### src/rtl/fbg_pkg.sv
package fbg_pkg;

    typedef enum logic [1:0] {
        ST_OFF  = 2'd0,
        ST_LOAD = 2'd1,
        ST_RUN  = 2'd2
    } fbg_state_t;

    localparam int unsigned REG_W      = 8;
    localparam int unsigned EN_BIT     = 7;
    localparam logic        ADDR_CTRL  = 1'b0;
    localparam logic        ADDR_FRAC  = 1'b1;

endpackage

### src/rtl/fbg_ctrl.sv
module fbg_ctrl
    import fbg_pkg::*;
#(
    parameter int unsigned DIV_W  = 3,
    parameter int unsigned FRAC_W = 6
) (
    input  logic              clk,
    input  logic              rst_n,
    input  logic              wr_en,
    input  logic              wr_addr,
    input  logic [REG_W-1:0]  wr_data,
    output logic              gen_en,
    output logic [DIV_W-1:0]  div_exp,
    output logic [FRAC_W-1:0] frac_n,
    output logic              run,
    output logic              clr,
    output fbg_state_t        state_o
);

    fbg_state_t state, state_nx;

    logic unused_bits;
    assign unused_bits = ^{wr_data[EN_BIT-1:DIV_W], wr_data[REG_W-1:FRAC_W]};

    always_ff @(posedge clk) begin
        if (!rst_n) begin
            gen_en  <= 1'b0;
            div_exp <= '0;
            frac_n  <= '0;
        end else if (wr_en) begin
            if (wr_addr == ADDR_CTRL) begin
                gen_en  <= wr_data[EN_BIT];
                div_exp <= wr_data[DIV_W-1:0];
            end else begin
                frac_n  <= wr_data[FRAC_W-1:0];
            end
        end
    end

    always_comb begin
        state_nx = state;
        unique case (state)
            ST_OFF:  if (wr_en) state_nx = ST_LOAD;
            ST_LOAD: begin
                if (wr_en)       state_nx = ST_LOAD;
                else if (gen_en) state_nx = ST_RUN;
                else             state_nx = ST_OFF;
            end
            ST_RUN:  if (wr_en) state_nx = ST_LOAD;
            default: state_nx = ST_OFF;
        endcase
    end

    always_ff @(posedge clk) begin
        if (!rst_n) state <= ST_OFF;
        else        state <= state_nx;
    end

    always_comb begin
        run = 1'b0;
        clr = wr_en;
        unique case (state)
            ST_OFF:  run = 1'b0;
            ST_LOAD: clr = 1'b1;
            ST_RUN:  run = ~wr_en;
            default: run = 1'b0;
        endcase
    end

    assign state_o = state;

    assert_load_one_cycle_R7: assert property (@(posedge clk) disable iff (!rst_n)
        (state == ST_LOAD && !wr_en) |=> (state != ST_LOAD));

    assert_run_needs_enable_R3: assert property (@(posedge clk) disable iff (!rst_n)
        (state == ST_RUN) |-> gen_en);

endmodule

### src/rtl/fbg_prescaler.sv
module fbg_prescaler #(
    parameter int unsigned DIV_W = 3
) (
    input  logic             clk,
    input  logic             rst_n,
    input  logic             clr,
    input  logic             run,
    input  logic [DIV_W-1:0] div_exp,
    output logic             pre_tick
);

    localparam int unsigned PRE_W = (1 << DIV_W) - 1;

    logic [PRE_W-1:0] cnt;
    logic [PRE_W-1:0] limit;

    assign limit    = ~({PRE_W{1'b1}} << div_exp);
    assign pre_tick = run && (cnt == limit);

    always_ff @(posedge clk) begin
        if (!rst_n || clr) begin
            cnt <= '0;
        end else if (run) begin
            cnt <= (cnt == limit) ? '0 : cnt + 1'b1;
        end
    end

endmodule

### src/rtl/fbg_frac_stage.sv
module fbg_frac_stage #(
    parameter int unsigned FRAC_W = 6
) (
    input  logic              clk,
    input  logic              rst_n,
    input  logic              clr,
    input  logic              in_tick,
    input  logic [FRAC_W-1:0] frac_n,
    output logic              out_tick
);

    localparam int unsigned ACC_W = FRAC_W + 2;
    localparam int unsigned STEP  = 1 << FRAC_W;

    logic [ACC_W-1:0] acc;
    logic [ACC_W-1:0] modulus;
    logic [ACC_W-1:0] sum;

    assign modulus = ACC_W'(STEP) + ACC_W'(frac_n);
    assign sum     = acc + ACC_W'(STEP);

    always_ff @(posedge clk) begin
        if (!rst_n || clr) begin
            acc      <= '0;
            out_tick <= 1'b0;
        end else if (in_tick) begin
            if (sum >= modulus) begin
                acc      <= sum - modulus;
                out_tick <= 1'b1;
            end else begin
                acc      <= sum;
                out_tick <= 1'b0;
            end
        end else begin
            out_tick <= 1'b0;
        end
    end

    assert_acc_below_mod_R4: assert property (@(posedge clk) disable iff (!rst_n)
        acc < modulus);

    assert_clear_restart_R7: assert property (@(posedge clk) disable iff (!rst_n)
        clr |=> (acc == '0 && !out_tick));

endmodule

### src/rtl/fbg_os_stage.sv
module fbg_os_stage #(
    parameter int unsigned OS_W = 4
) (
    input  logic clk,
    input  logic rst_n,
    input  logic clr,
    input  logic in_tick,
    output logic os_tick,
    output logic bit_tick
);

    logic            half;
    logic [OS_W-1:0] cnt;

    always_ff @(posedge clk) begin
        if (!rst_n || clr) begin
            half     <= 1'b0;
            cnt      <= '0;
            os_tick  <= 1'b0;
            bit_tick <= 1'b0;
        end else if (in_tick) begin
            half <= ~half;
            if (half) begin
                cnt      <= cnt + 1'b1;
                os_tick  <= 1'b1;
                bit_tick <= (cnt == {OS_W{1'b1}});
            end else begin
                os_tick  <= 1'b0;
                bit_tick <= 1'b0;
            end
        end else begin
            os_tick  <= 1'b0;
            bit_tick <= 1'b0;
        end
    end

    assert_bit_on_os_R5: assert property (@(posedge clk) disable iff (!rst_n)
        bit_tick |-> os_tick);

    assert_os_single_R6: assert property (@(posedge clk) disable iff (!rst_n)
        os_tick |=> !os_tick);

    assert_bit_single_R6: assert property (@(posedge clk) disable iff (!rst_n)
        bit_tick |=> !bit_tick);

endmodule

### src/rtl/frac_baud_gen.sv
module frac_baud_gen
    import fbg_pkg::*;
#(
    parameter int unsigned DIV_W  = 3,
    parameter int unsigned FRAC_W = 6,
    parameter int unsigned OS_W   = 4
) (
    input  logic       clk,
    input  logic       rst_n,
    input  logic       wr_en,
    input  logic       wr_addr,
    input  logic [7:0] wr_data,
    input  logic       legacy_rx_tick,
    input  logic       legacy_tx_tick,
    output logic       rx_clk_en,
    output logic       tx_clk_en,
    output logic       os_tick,
    output logic       bit_tick
);

    logic              gen_en;
    logic [DIV_W-1:0]  div_exp;
    logic [FRAC_W-1:0] frac_n;
    logic              run;
    logic              clr;
    logic              pre_tick;
    logic              frac_tick;
    fbg_state_t        state;

    fbg_ctrl #(.DIV_W(DIV_W), .FRAC_W(FRAC_W)) u_ctrl (
        .clk     (clk),
        .rst_n   (rst_n),
        .wr_en   (wr_en),
        .wr_addr (wr_addr),
        .wr_data (wr_data),
        .gen_en  (gen_en),
        .div_exp (div_exp),
        .frac_n  (frac_n),
        .run     (run),
        .clr     (clr),
        .state_o (state)
    );

    fbg_prescaler #(.DIV_W(DIV_W)) u_pre (
        .clk      (clk),
        .rst_n    (rst_n),
        .clr      (clr),
        .run      (run),
        .div_exp  (div_exp),
        .pre_tick (pre_tick)
    );

    fbg_frac_stage #(.FRAC_W(FRAC_W)) u_frac (
        .clk      (clk),
        .rst_n    (rst_n),
        .clr      (clr),
        .in_tick  (pre_tick),
        .frac_n   (frac_n),
        .out_tick (frac_tick)
    );

    fbg_os_stage #(.OS_W(OS_W)) u_os (
        .clk      (clk),
        .rst_n    (rst_n),
        .clr      (clr),
        .in_tick  (frac_tick),
        .os_tick  (os_tick),
        .bit_tick (bit_tick)
    );

    always_comb begin
        if (gen_en) begin
            rx_clk_en = os_tick;
            tx_clk_en = bit_tick;
        end else begin
            rx_clk_en = legacy_rx_tick;
            tx_clk_en = legacy_tx_tick;
        end
    end

    assert_quiet_when_off_R2: assert property (@(posedge clk) disable iff (!rst_n)
        (state == ST_OFF) |-> (!os_tick && !bit_tick));

    assert_quiet_in_load_R7: assert property (@(posedge clk) disable iff (!rst_n)
        (state == ST_LOAD) |-> !frac_tick);

endmodule

### config.mk
export PLATFORM = sky130hd
export DESIGN_NAME = frac_baud_gen
export DESIGN_NICKNAME = d
export VERILOG_FILES = /design/src/rtl/fbg_pkg.sv /design/src/rtl/fbg_ctrl.sv /design/src/rtl/fbg_prescaler.sv /design/src/rtl/fbg_frac_stage.sv /design/src/rtl/fbg_os_stage.sv /design/src/rtl/frac_baud_gen.sv
export SDC_FILE = /design/constraint.sdc
export NUM_CORES = 1
export LEC_CHECK = 0
export BUFFER_PORTS_ARGS = -buffer_cell sky130_fd_sc_hd__buf_2
export CORE_MARGIN = 2
export CORE_UTILIZATION = 55
export CTS_CLUSTER_DIAMETER = 50
export DETAILED_ROUTE_END_ITERATION = 8
export PLACE_DENSITY = 0.75
export SETUP_SLACK_MARGIN = 0.02
export SYNTH_ARGS = -nofsm -noshare
export SYNTH_HDL_FRONTEND = slang
export SYNTH_SLANG_ARGS = --single-unit
### constraint.sdc
create_clock -name clk -period 2.5 [get_ports clk]
set_input_delay 0.5 -clock clk [delete_from_list [all_inputs] [get_ports clk]]
set_output_delay 0.5 -clock clk [all_outputs]
set_load 0.01 [all_outputs]
**Word-level counts from Yosys, hierarchy flattened**

Index checks and enable logic that the tools add are counted.
Widths: inputs -> output; s select.

- Bits in writable memories: 0
- Bits in latches: 0
- Input port bits: 14
- Memories kept: 0
- Bits in registers: 35
- Output and inout port bits: 4
- Bits in read-only memories: 0
- Logic and storage cells: 52

- Divide/modulo/power cells: 0
- Multiply operators: 0
- $lt $le $gt $ge: 1
- Equal/unequal tests: 5
- Reduce and logical (&&, ||, !) cells: 11
- Multiplexer cells: 12
- Shift-type cells: 1
- Bitwise logic cells: 6
- Add/subtract/negate cells: 5

Operators by type and width:

| cell | number |
|---|---|
| $add 7x6->8 const A | 1 |
| $add 8x7->8 const B | 1 |
| $ge 8x8->1 | 1 |
| $mux 8 | 1 |
| $sub 8x8->8 | 1 |
| $add 7x1->7 const B | 1 |
| $eq 7x7->1 | 1 |
| $mux 7 | 1 |
| $not 7->7 | 1 |
| $shl 7x3->7 const A | 1 |
| $mux 1 | 6 |
| $mux 2 | 3 |
| $reduce_and 2->1 | 3 |
| $reduce_or 2->1 | 3 |
| $not 1->1 | 5 |
| $add 4x1->4 const B | 1 |
| $eq 4x4->1 const B | 1 |
| $pmux 2 s2 | 1 |
| $reduce_or 3->1 | 1 |
| $eq 2x1->1 const B | 1 |
| $eq 2x2->1 const B | 1 |
| $logic_not 2->1 | 1 |
| $ne 2x1->1 const B | 1 |
| $logic_and 1x1->1 | 1 |
| 2 further kinds | 2 |

**Depth between registers and ports, before layout**

- Depth in word-level cells: 6
- Depth in mapped cells: 8
- Gate-level depth less buffers: 8

**Modules after synthesis**

From an unflattened synthesis, not the netlist that was laid out.

- Cell total of the unflattened synthesis: 220
- Area total of the unflattened synthesis: 1994.4 sq um

Modules (own cells, without submodules):

| module | cells each | times used | area each (sq um) | seq. area each (sq um) |
|---|---|---|---|---|
| fbg_frac_stage | 85 | 1 | 723.2 | 180.2 |
| fbg_ctrl | 53 | 1 | 498.0 | 240.2 |
| fbg_prescaler | 54 | 1 | 495.5 | 140.1 |
| fbg_os_stage | 26 | 1 | 255.2 | 140.1 |
| frac_baud_gen | 2 | 1 | 22.5 | 0.0 |

**Worst setup path before layout**

No wires, ideal clock.

- Kind: register -> register
- Start point: register u_frac.acc[0]
- End point: register u_frac.acc[6]
- Clock period less this slack: 2.020 ns
- Data arrival time: 1.899 ns
- Setup slack: 0.480 ns
- Path buffers: 0
- Cell stages (with the launch flop): 9
- Setup time: 0.121 ns
- Data required time: 2.379 ns
- Cell sequence: dfxtp_1 > inv_1 > ha_1 > fa_1 > nand2b_1 > a21oi_1 > a31oi_1 > o211ai_4 > mux2_4

- Longest elaborated chain between the ends: 3
- Elaborated cells on any way between the ends: 4
- Those cells by class: add/sub: 2; order compare: 1; mux: 1

Ends and longest elaborated chain:

| what | line | text |
|---|---|---|
| from (decl) | fbg_frac_stage.sv:15 | `logic [ACC_W-1:0] acc;` |
| from (signal assigned) | fbg_frac_stage.sv:28 | `acc <= sum - modulus;` |
| from (signal assigned) | fbg_frac_stage.sv:31 | `acc <= sum;` |
| $add 8x7->8 (*) | fbg_frac_stage.sv:20 | `assign sum = acc + ACC_W'(STEP);` |
| $sub 8x8->8 / $ge 8x8->1 (equally long branches) | fbg_frac_stage.sv:28, fbg_frac_stage.sv:27 |  |
| $mux 8 (*) | fbg_frac_stage.sv:27 | `if (sum >= modulus) begin` |

Mark *: on every way between the ends. The rest lies on a longest branch, timed or not.
A chain may end at the register's enable or synchronous reset.

**Worst setup path after layout**

- Start point: register u_frac.acc[0]
- End point: register u_frac.acc[4]

The elaborated chain is that of the path after synthesis.

==> metrics.md <==
| Metric | Value |
|---|---|
| Cell count after synthesis | between 200 and 250 |
| Sequential power share | between 50% and 60% |
| Via Count | 1598 |
| Mapped Area | roughly 0.0019 mm^2 |
| Vias in the first global route | 1470 |
| Largest net degree at the start of global routing | 13 |
| Multi-input logic area | between 0.001 and 0.0015 mm^2 |
| Outcome | complete, no violations |
| Clock latency on the worst-skew pair | 0.35 ns |
| Area grow syn2layout | 9.06% |
| RSZ-0062 raised after global routing | no |
| Least-Margin Pin Slew | roughly 0.46 ns |
| Arrival time at the worst endpoint | approximately 2.5 ns |
| Comb pwr share | 11.5% |
| Global-route wire length before repair | between 6 and 7 mm |
| Int Pwr | 0.784 mW |
| Final ANT Viol Nets | 0 |
| Fmax | roughly 0.45 GHz |
| Resized cells post-CTS | 0 |
| Filler cell count in the final layout | a little over 300 |
| Post-synth EDFFs | 0 |
| Register Area | roughly 700 um^2 |
| Count of final hold-check violations | 0 |
| Via density | approximately 5.6 |
| VDD IR max | 0.493 mV |
| Number of diodes | 0 |
| Row count | 21 |
| Sequential element share of the synthesized area | a little over a third |
| DRT iter0 DRCs | slightly above 90 |
| Share of layout cells above drive strength 1 | between 10% and 20% |
| Final net count | 260 |
| Crit path largest cell delay | between 0.3 and 0.4 ns |
| Pleak | 0.833 nW |
| WS Path Type | flip-flop to flip-flop |
| Routed WL per cell | roughly 13 um |
| Die Span Y | 63.5 um |
| Sink Count | 35 |
| Clock Pin Slew Worst Setup and Hold Paths | ~0.10 ns |
| Net switching power | between 0.2 and 0.3 mW |
| Antenna violations before repair | 0 |
| CP Buf/Inv Count | 1 |
| CTS Buf Count | 5 |
| GRT Total Usage | 19.9% |
| Clock root buffer master | clkbuf_4 |
| Total negative slack | 0 ns |
| Switching Share | roughly a quarter |
| Hpwl dp | ~2.7 mm |
| Initial Utilization | about 58% |
| Clk pwr share | between 30% and 40% |
| # DRC | 0 |
| CP top delay family | compound AO/OA/AOI/OAI gates |
| Drt first pass iters | 4 |
| Post-layout util | a little over three fifths |
| Worst slew margin | 68.8% |
| Syn nets | about 240 |
| Clock Path Buffers | 2 |
| Setup Viol. Count Final | 0 |
| PortBufs | 16 |
| Period Utilization, post-route | between 80% and 90% |
| Post-CTS Setup Bufs | 0 |
| Total congestion overflow | 0 |
| Startpoint Class | flip-flop |
| Worst hold-check path type | input pin to flip-flop |
| WP data required | between 2 and 3 ns |
| Ports | 18 |
| Hold Buf Count CTS | 0 |
| Final period demand of the worst path | 2.24 ns |
| Area of the core | 0.00336 mm^2 |
| Warnings from Yosys | 0 |
| Die width | roughly 64 um |
| CTS H-tree depth | 2 |
| Crit-path slowest cell | fa_1 |
| Avg Synthesized Cell Area | 8.90 um^2 |
| Dpl cell area | approximately 0.0021 mm^2 |
| CTS tree | built |
| Clock Skews | approximately 0.0053 ns |
| Asr flop ratio synth | 0% |
| Total wire length | between 3 and 4 mm |
| GP Congestion | 0.797 |
| Synth Register Bits | 35 |
| Crit path cell chain | inv_1, ha_1, fa_1, nand2b_1, a21oi_1, o311a_1, o211a_1, mux2i_1 |
| Synth Flop Type | dfxtp_1 |
| Netlist cell types | 49 |
| Post-route cell area | 0.00212 mm^2 |
| Die ar. | 0.00403 mm^2 |
| Max-slew violations | 0 |
| CP Capture Type | flip-flop |
| P per Cell Area | roughly 490 mW/mm^2 |
| Max-cap violations | 0 |
| Crit path max fanout | 6 |
-- final timing paths --
path / from / end / slack, ns / cells after the start
worst max register to register: u_frac.acc[0] / u_frac.acc[4] / 0.26 / 8
worst min-delay path: wr_data[5] / u_ctrl.frac_n[5] / 0.40 / 3
worst min register to register: u_frac.acc[3] / u_frac.acc[3] / 0.47 / 2
worst max-delay path: u_frac.acc[0] / u_frac.acc[4] / 0.26 / 8
-- cell usage after synthesis, drive strengths merged (5+ instances only) --
cell type	n	area, um^2
dfxtp	35	701
nand2	20	75.1
nor2	20	82.6
nand3	13	65.1
a21oi	12	60.1
inv	12	45.0
nor2b	10	62.6
ha	9	113
a21boi	7	52.6
mux2i	7	70.1
o21ai	6	33.8
xor2	6	52.6
clkbuf	5	18.8
-- layer usage --
layer / share of wire [%] / vias to the layer above / GRT usage (%)
li1: - / 822 / -
met1: 48 / 738 / 25.0
met2: 46 / 30 / 32.5
met3: 4.4 / 8 / 4.82
met4: 1.9 / 0 / 8.42
met5: 0 / - / 0
-- state kept, by name (all words and copies together), names as in the netlist --
| signal | flops |
|---|---|
| u_frac.acc | 8 |
| u_pre.cnt | 7 |
| u_ctrl.frac_n | 6 |
| u_os.cnt | 4 |
| u_ctrl.div_exp | 3 |
| u_ctrl.state_o | 2 |
| u_ctrl.gen_en | 1 |
| u_frac.out_tick | 1 |
| u_os.bit_tick | 1 |
| u_os.half | 1 |
| u_os.os_tick | 1 |
-- power by group through the flow --
stage / Sequential [mW] / Clock [mW] / Combinational, mW
global placement: 0.589 / 0 / 0.119
global route: 0.579 / 0.377 / 0.135
CTS: 0.577 / 0.359 / 0.121
floorplan: 0.584 / 0 / 0.0957
finish: 0.577 / 0.352 / 0.121
detailed placement: 0.590 / 0 / 0.120
-- layout by cell type, fill, tap and decap left out, types with 4 or more instances in the layout --
cell,n
a21boi_0,7
a21oi_1,12
buf_2,16
clkbuf_4,5
dfxtp_1,35
ha_1,9
inv_1,12
mux2i_1,7
nand2_1,20
nand2b_1,4
nand3_1,13
nor2_1,19
nor2b_1,10
o21ai_0,5
xor2_1,6
-- through the flow --
step                      cells  hold slack, ns  power (mW)  worst slack (ns)
after floorplan             219           0.438       0.680             0.480
after global placement      275           0.452       0.708             0.325
after detailed placement    275           0.460       0.710             0.275
after CTS                   283           0.399        1.06             0.267
after global routing        283           0.415        1.09            0.0874
final                       283           0.404        1.05             0.256
-- area by class of cell --
class	count	share of cell area, %
Tap cell	46	2.71
Timing Repair Buffer	17	4.12
Clock buffer	8	3.24
Inverter	12	2.12
Multi-Input combinational cell	165	54.8
Sequential cell	35	33.0
-- worst reg2reg max path: cells and delay by family, from the launching register on --
kind / cells / cell delay (ns)
muxes: 1 / 0.18
buffers and inverters: 1 / 0.04
adders and majority gates: 2 / 0.58
DFF: 1 / 0.34
AOI/OAI and AO/OA: 3 / 0.87
and+or+nand+nor: 1 / 0.18
-- kinds of logic (layout without fill, tap and decap cells) --
family	count (synthesis)	in the layout	synth area share [%]
and+or+nand+nor	82	82	21.9
xor gates and xnor gates	8	8	3.60
DFF	35	35	36.0
muxes	10	10	5.52
buffers and inverters	19	37	4.24
AOI/OAI and AO/OA	55	55	22.0
adders and majority gates	10	10	6.81
Note: power is estimated with default switching activity, not from simulation.
